### src/rtl/burst_pkg.sv
package burst_pkg;

    localparam int BEAT_W    = 3;
    localparam int SHORT_LEN = 4;
    localparam int LONG_LEN  = 8;

    typedef enum logic [0:0] {
        ST_IDLE = 1'b0,
        ST_RUN  = 1'b1
    } burst_state_t;

endpackage

### src/rtl/burst_ctrl.sv
module burst_ctrl
    import burst_pkg::*;
(
    input  logic              clk,
    input  logic              rst_n,
    input  logic              start_i,
    input  logic              long_i,
    output logic              accept_o,
    output logic              run_o,
    output logic              last_o,
    output logic [BEAT_W-1:0] beat_o
);

    localparam logic [BEAT_W-1:0] END_SHORT = BEAT_W'(SHORT_LEN - 1);
    localparam logic [BEAT_W-1:0] END_LONG  = BEAT_W'(LONG_LEN - 1);

    burst_state_t      state_q, state_d;
    logic [BEAT_W-1:0] beat_q;
    logic              long_q;
    logic [BEAT_W-1:0] end_beat;
    logic              at_end;

    assign end_beat = long_q ? END_LONG : END_SHORT;
    assign at_end   = (beat_q == end_beat);

    // next state: ACCEPT, STEP, FINISH
    always_comb begin
        state_d = state_q;
        unique case (state_q)
            ST_IDLE: if (start_i) state_d = ST_RUN;
            ST_RUN:  if (at_end)  state_d = ST_IDLE;
            default: state_d = ST_IDLE;
        endcase
    end

    // state register with beat counter and latched length
    always_ff @(posedge clk or negedge rst_n) begin
        if (!rst_n) begin
            state_q <= ST_IDLE;
            beat_q  <= '0;
            long_q  <= 1'b0;
        end else begin
            state_q <= state_d;
            if (accept_o) begin
                beat_q <= '0;
                long_q <= long_i;
            end else if (run_o && !at_end) begin
                beat_q <= beat_q + 1'b1;
            end
        end
    end

    // outputs
    always_comb begin
        accept_o = (state_q == ST_IDLE) && start_i;
        run_o    = (state_q == ST_RUN);
        last_o   = run_o && at_end;
        beat_o   = beat_q;
    end

    AST_BEAT_IN_RANGE: assert property (@(posedge clk) disable iff (!rst_n)
        run_o |-> (beat_q <= end_beat));
    AST_LAST_ENDS_RUN: assert property (@(posedge clk) disable iff (!rst_n)
        last_o |=> !run_o);
    AST_ACCEPT_BEGINS: assert property (@(posedge clk) disable iff (!rst_n)
        accept_o |=> (run_o && beat_q == '0));
    AST_BUSY_STEPS: assert property (@(posedge clk) disable iff (!rst_n)
        (run_o && !last_o) |=> (run_o && beat_q == BEAT_W'($past(beat_q) + 1'b1)));

endmodule

### src/rtl/burst_offset.sv
module burst_offset
    import burst_pkg::*;
(
    input  logic [BEAT_W-1:0] start_off_i,
    input  logic [BEAT_W-1:0] beat_i,
    input  logic              ilv_i,
    output logic [BEAT_W-1:0] off_o
);

    logic [1:0] nib_low;
    logic       half_sel;

    // A 4-beat burst never reaches beat 4, so bit 2 stays at the start value.
    always_comb begin
        nib_low  = start_off_i[1:0] + beat_i[1:0];
        half_sel = start_off_i[2] ^ beat_i[2];
        if (ilv_i) off_o = start_off_i ^ beat_i;
        else       off_o = {half_sel, nib_low};
    end

endmodule

### src/rtl/burst_colseq.sv
module burst_colseq
    import burst_pkg::*;
#(
    parameter int COL_W = 10
) (
    input  logic             clk,
    input  logic             rst_n,
    input  logic             start_i,
    input  logic [COL_W-1:0] col_i,
    input  logic             long_i,
    input  logic             ilv_i,
    output logic             valid_o,
    output logic             last_o,
    output logic [COL_W-1:0] col_o
);

    localparam int HI_W = COL_W - BEAT_W;

    logic              accept;
    logic              run;
    logic              last;
    logic [BEAT_W-1:0] beat;
    logic [BEAT_W-1:0] off;
    logic [COL_W-1:0]  col_q;
    logic              ilv_q;

    burst_ctrl u_ctrl (
        .clk      (clk),
        .rst_n    (rst_n),
        .start_i  (start_i),
        .long_i   (long_i),
        .accept_o (accept),
        .run_o    (run),
        .last_o   (last),
        .beat_o   (beat)
    );

    burst_offset u_off (
        .start_off_i (col_q[BEAT_W-1:0]),
        .beat_i      (beat),
        .ilv_i       (ilv_q),
        .off_o       (off)
    );

    always_ff @(posedge clk or negedge rst_n) begin
        if (!rst_n) begin
            col_q <= '0;
            ilv_q <= 1'b0;
        end else if (accept) begin
            col_q <= col_i;
            ilv_q <= ilv_i;
        end
    end

    always_comb begin
        valid_o = run;
        last_o  = last;
        col_o   = {col_q[COL_W-1:BEAT_W], off};
    end

    AST_FIRST_IS_START: assert property (@(posedge clk) disable iff (!rst_n)
        accept |=> (valid_o && col_o == $past(col_i)));
    AST_UPPER_HOLD: assert property (@(posedge clk) disable iff (!rst_n)
        (valid_o && $past(valid_o)) |-> (col_o[COL_W-1:BEAT_W] == $past(col_o[COL_W-1:BEAT_W])));
    AST_LAST_IS_VALID: assert property (@(posedge clk) disable iff (!rst_n)
        last_o |-> valid_o);

    initial begin
        AST_COL_WIDE_ENOUGH: assert (HI_W >= 1);
    end

endmodule

### config.mk
export PLATFORM = sky130hd
export DESIGN_NAME = burst_colseq
export DESIGN_NICKNAME = d
export VERILOG_FILES = /design/src/rtl/burst_pkg.sv /design/src/rtl/burst_ctrl.sv /design/src/rtl/burst_offset.sv /design/src/rtl/burst_colseq.sv
export SDC_FILE = /design/constraint.sdc
export NUM_CORES = 1
export LEC_CHECK = 0
export ABC_AREA = 0
export CORE_UTILIZATION = 46
export CTS_CLUSTER_SIZE = 10
export DETAILED_ROUTE_END_ITERATION = 6
export PLACE_DENSITY = 0.79
export SYNTH_ARGS = -nofsm -noshare
export SYNTH_HDL_FRONTEND = slang
export SYNTH_SLANG_ARGS = --single-unit
### constraint.sdc
create_clock -name clk -period 2.98 [get_ports clk]
set_input_delay 0.596 -clock clk [delete_from_list [all_inputs] [get_ports clk]]
set_output_delay 0.596 -clock clk [all_outputs]
set_load 0.05 [all_outputs]
==> out/qor.yml <==
cts_resized: 0
final_cells: 96
cp.arrival_ns: 2.05
cp_max_fo: 4
postPlaceCellArea_um2: 978
tightest_slew_ns: 0.697
final_common_cell: "clkdlybuf4s50_1"
h-tree-depth: 1
cts_tree: "built"
die-height_um: 42.7
final_nets: 98
first_pass_iters: 2
finalHoldViolCount: 0
relSlewSlack: 0.534
cts_hold_buf: 0
status: "finished, final reports clean"
post-cts-setup-buffer-count: 0
clock_latency_ns: 0.29
fin_worst_skew_ns: 0.00772
core_area_um2: 1520
ioPinCount: 27
cts_buffer_depth: 2
clock-sinks: 16
wl_per_cell_um: 12.3
synth_area_per_cell_um2: 13.1
n_antenna_cell: 0
finalMaxSlewViolations: 0
crit_type: "register to output port"
setup_viol: 0
clock-root-buffer: "clkbuf_4"
start_util: 0.500
antenna_found_initial: 0
yosysWarnings: 0
vias: 483
postLayoutCellArea_um2: 1010
routed_wl_mm: 1.19
start_kind: "register"
first_iter_violations: 6
post-route-min-period_ns: 2.65
synth_fp_nets: 75
cp-end-kind: "output port"
die_w_um: 42.7
grt_max_degree: 17
cap_violations: 0
rows: 14
placed_cells_incl_taps: 92
grt_pass1_vias: 492
synth_cell_types: 19
remaining_drc_errors: 0
grt.overflow.total: 0
grt_pass1_wl_mm: 2.09
synthesis.area_um2: 762
dieArea_um2: 1820
grt_setup_unrepaired: "no"
synth_seq_cells: 16
port_buffers: 26
drive_above_1_share: 0.225
ant_nets: 0
cp_data_required_time_ns: 2.38
min_period_over_period: 0.888
fin_setup_tns_ns: 0
cts_inserted_buffers: 3
most-common-layout-cells: "26 x clkdlybuf4s50_1, 16 x dfrtp_1, 12 x mux2_2"
clock.fmax_mhz: 378
viasPerCell: 5.03
clk_pin_slew_ns: 0.10
place_congestion: 0.744
yosysSeqAreaShare: 0.525
grtUsageTotal: 0.156
syn2layout_area_growth_pct: 33.2
synthCells: 58
hp-class: "register to register"
==> per-stage QoR <==
step	setup slack [ns]	hold slack [ns]	utilization
after CTS	0.357	0.513	0.666
after detailed placement	0.685	0.492	0.642
after floorplan	0.864	0.300	-
after global routing	0.224	0.529	0.666
after global placement	0.718	0.487	0.642
final	0.335	0.509	0.666
==> state kept, by name (all words and copies together) (netlist names) <==
signal / cells
col_q: 10
ilv_q: 1
u_ctrl.beat_o: 3
u_ctrl.long_q: 1
u_ctrl.run_o: 1
==> worst max-delay path, stage by stage (launching register included) <==
cell	delay (ns)
dfrtp_1	0.43
xnor2_1	0.26
and3_2	0.26
clkdlybuf4s50_1	0.81
==> cells by family (layout without fill, tap and decap cells) <==
logic type	Yosys count	count (layout)	share of synthesized area
flops	16	16	0.525
mux	12	12	0.177
simple gates	10	10	0.0821
buf+inv	8	30	0.0837
compound gates	6	6	0.0525
xor+xnor	4	4	0.0460
fa+ha+maj	2	2	0.0328
==> path summary, 6_finish.rpt <==
kind / startpoint / endpoint / slack (ns) / cells past startpoint
setup reg to reg: u_ctrl.run_o$_DFF_PN0_ / ilv_q$_DFFE_PN0N_ / 1.71 / 2
max in group asynchronous: rst_n / col_q[7]$_DFFE_PN0N_ / 1.81 / 1
hold / removal: col_q[3]$_DFFE_PN0N_ / col_q[3]$_DFFE_PN0N_ / 0.51 / 1
min in group asynchronous: rst_n / u_ctrl.beat_o[2]$_DFFE_PN0P_ / 0.72 / 1
hold reg to reg: col_q[3]$_DFFE_PN0N_ / col_q[3]$_DFFE_PN0N_ / 0.51 / 1
setup / recovery: u_ctrl.beat_o[2]$_DFFE_PN0P_ / last_o / 0.33 / 3
==> layer usage <==
metal / share of wire / track usage / routed length, µm / vias to the layer above
met5: 0 / 0 / 0 / -
met4: 0.018 / 0.0938 / 21 / 0
met3: 0.044 / 0.0255 / 52 / 2
met2: 0.49 / 0.255 / 586 / 13
met1: 0.44 / 0.193 / 525 / 232
li1: - / - / - / 236
==> synthesized netlist by cell type <==
cell / count / area, µm²
a211o_1: 1 / 8.76
a21boi_0: 1 / 7.51
a21oi_1: 1 / 5.00
and3_2: 1 / 7.51
and4_1: 1 / 8.76
buf_4: 7 / 52.6
buf_6: 1 / 11.3
dfrtp_1: 16 / 400
ha_1: 2 / 25.0
mux2_2: 12 / 135
nand2_1: 2 / 7.51
nand2b_4: 1 / 13.8
nand3_1: 1 / 5.00
nor2_1: 2 / 7.51
nor2b_1: 2 / 12.5
o21ai_0: 2 / 10.0
o22a_1: 1 / 8.76
xnor2_1: 3 / 26.3
xor2_1: 1 / 8.76
==> area by class of cell <==
cell class	instances	area (µm²)
tap	16	20.0
multi-input combinational	34	298
fill	121	509
timing repair buffer	26	260
sequential	16	400
clock buffer	4	36.3
Power is left out: the tool's default activity adds up to more than one toggle a clock period on the data nets, which glitch-free logic cannot reach.
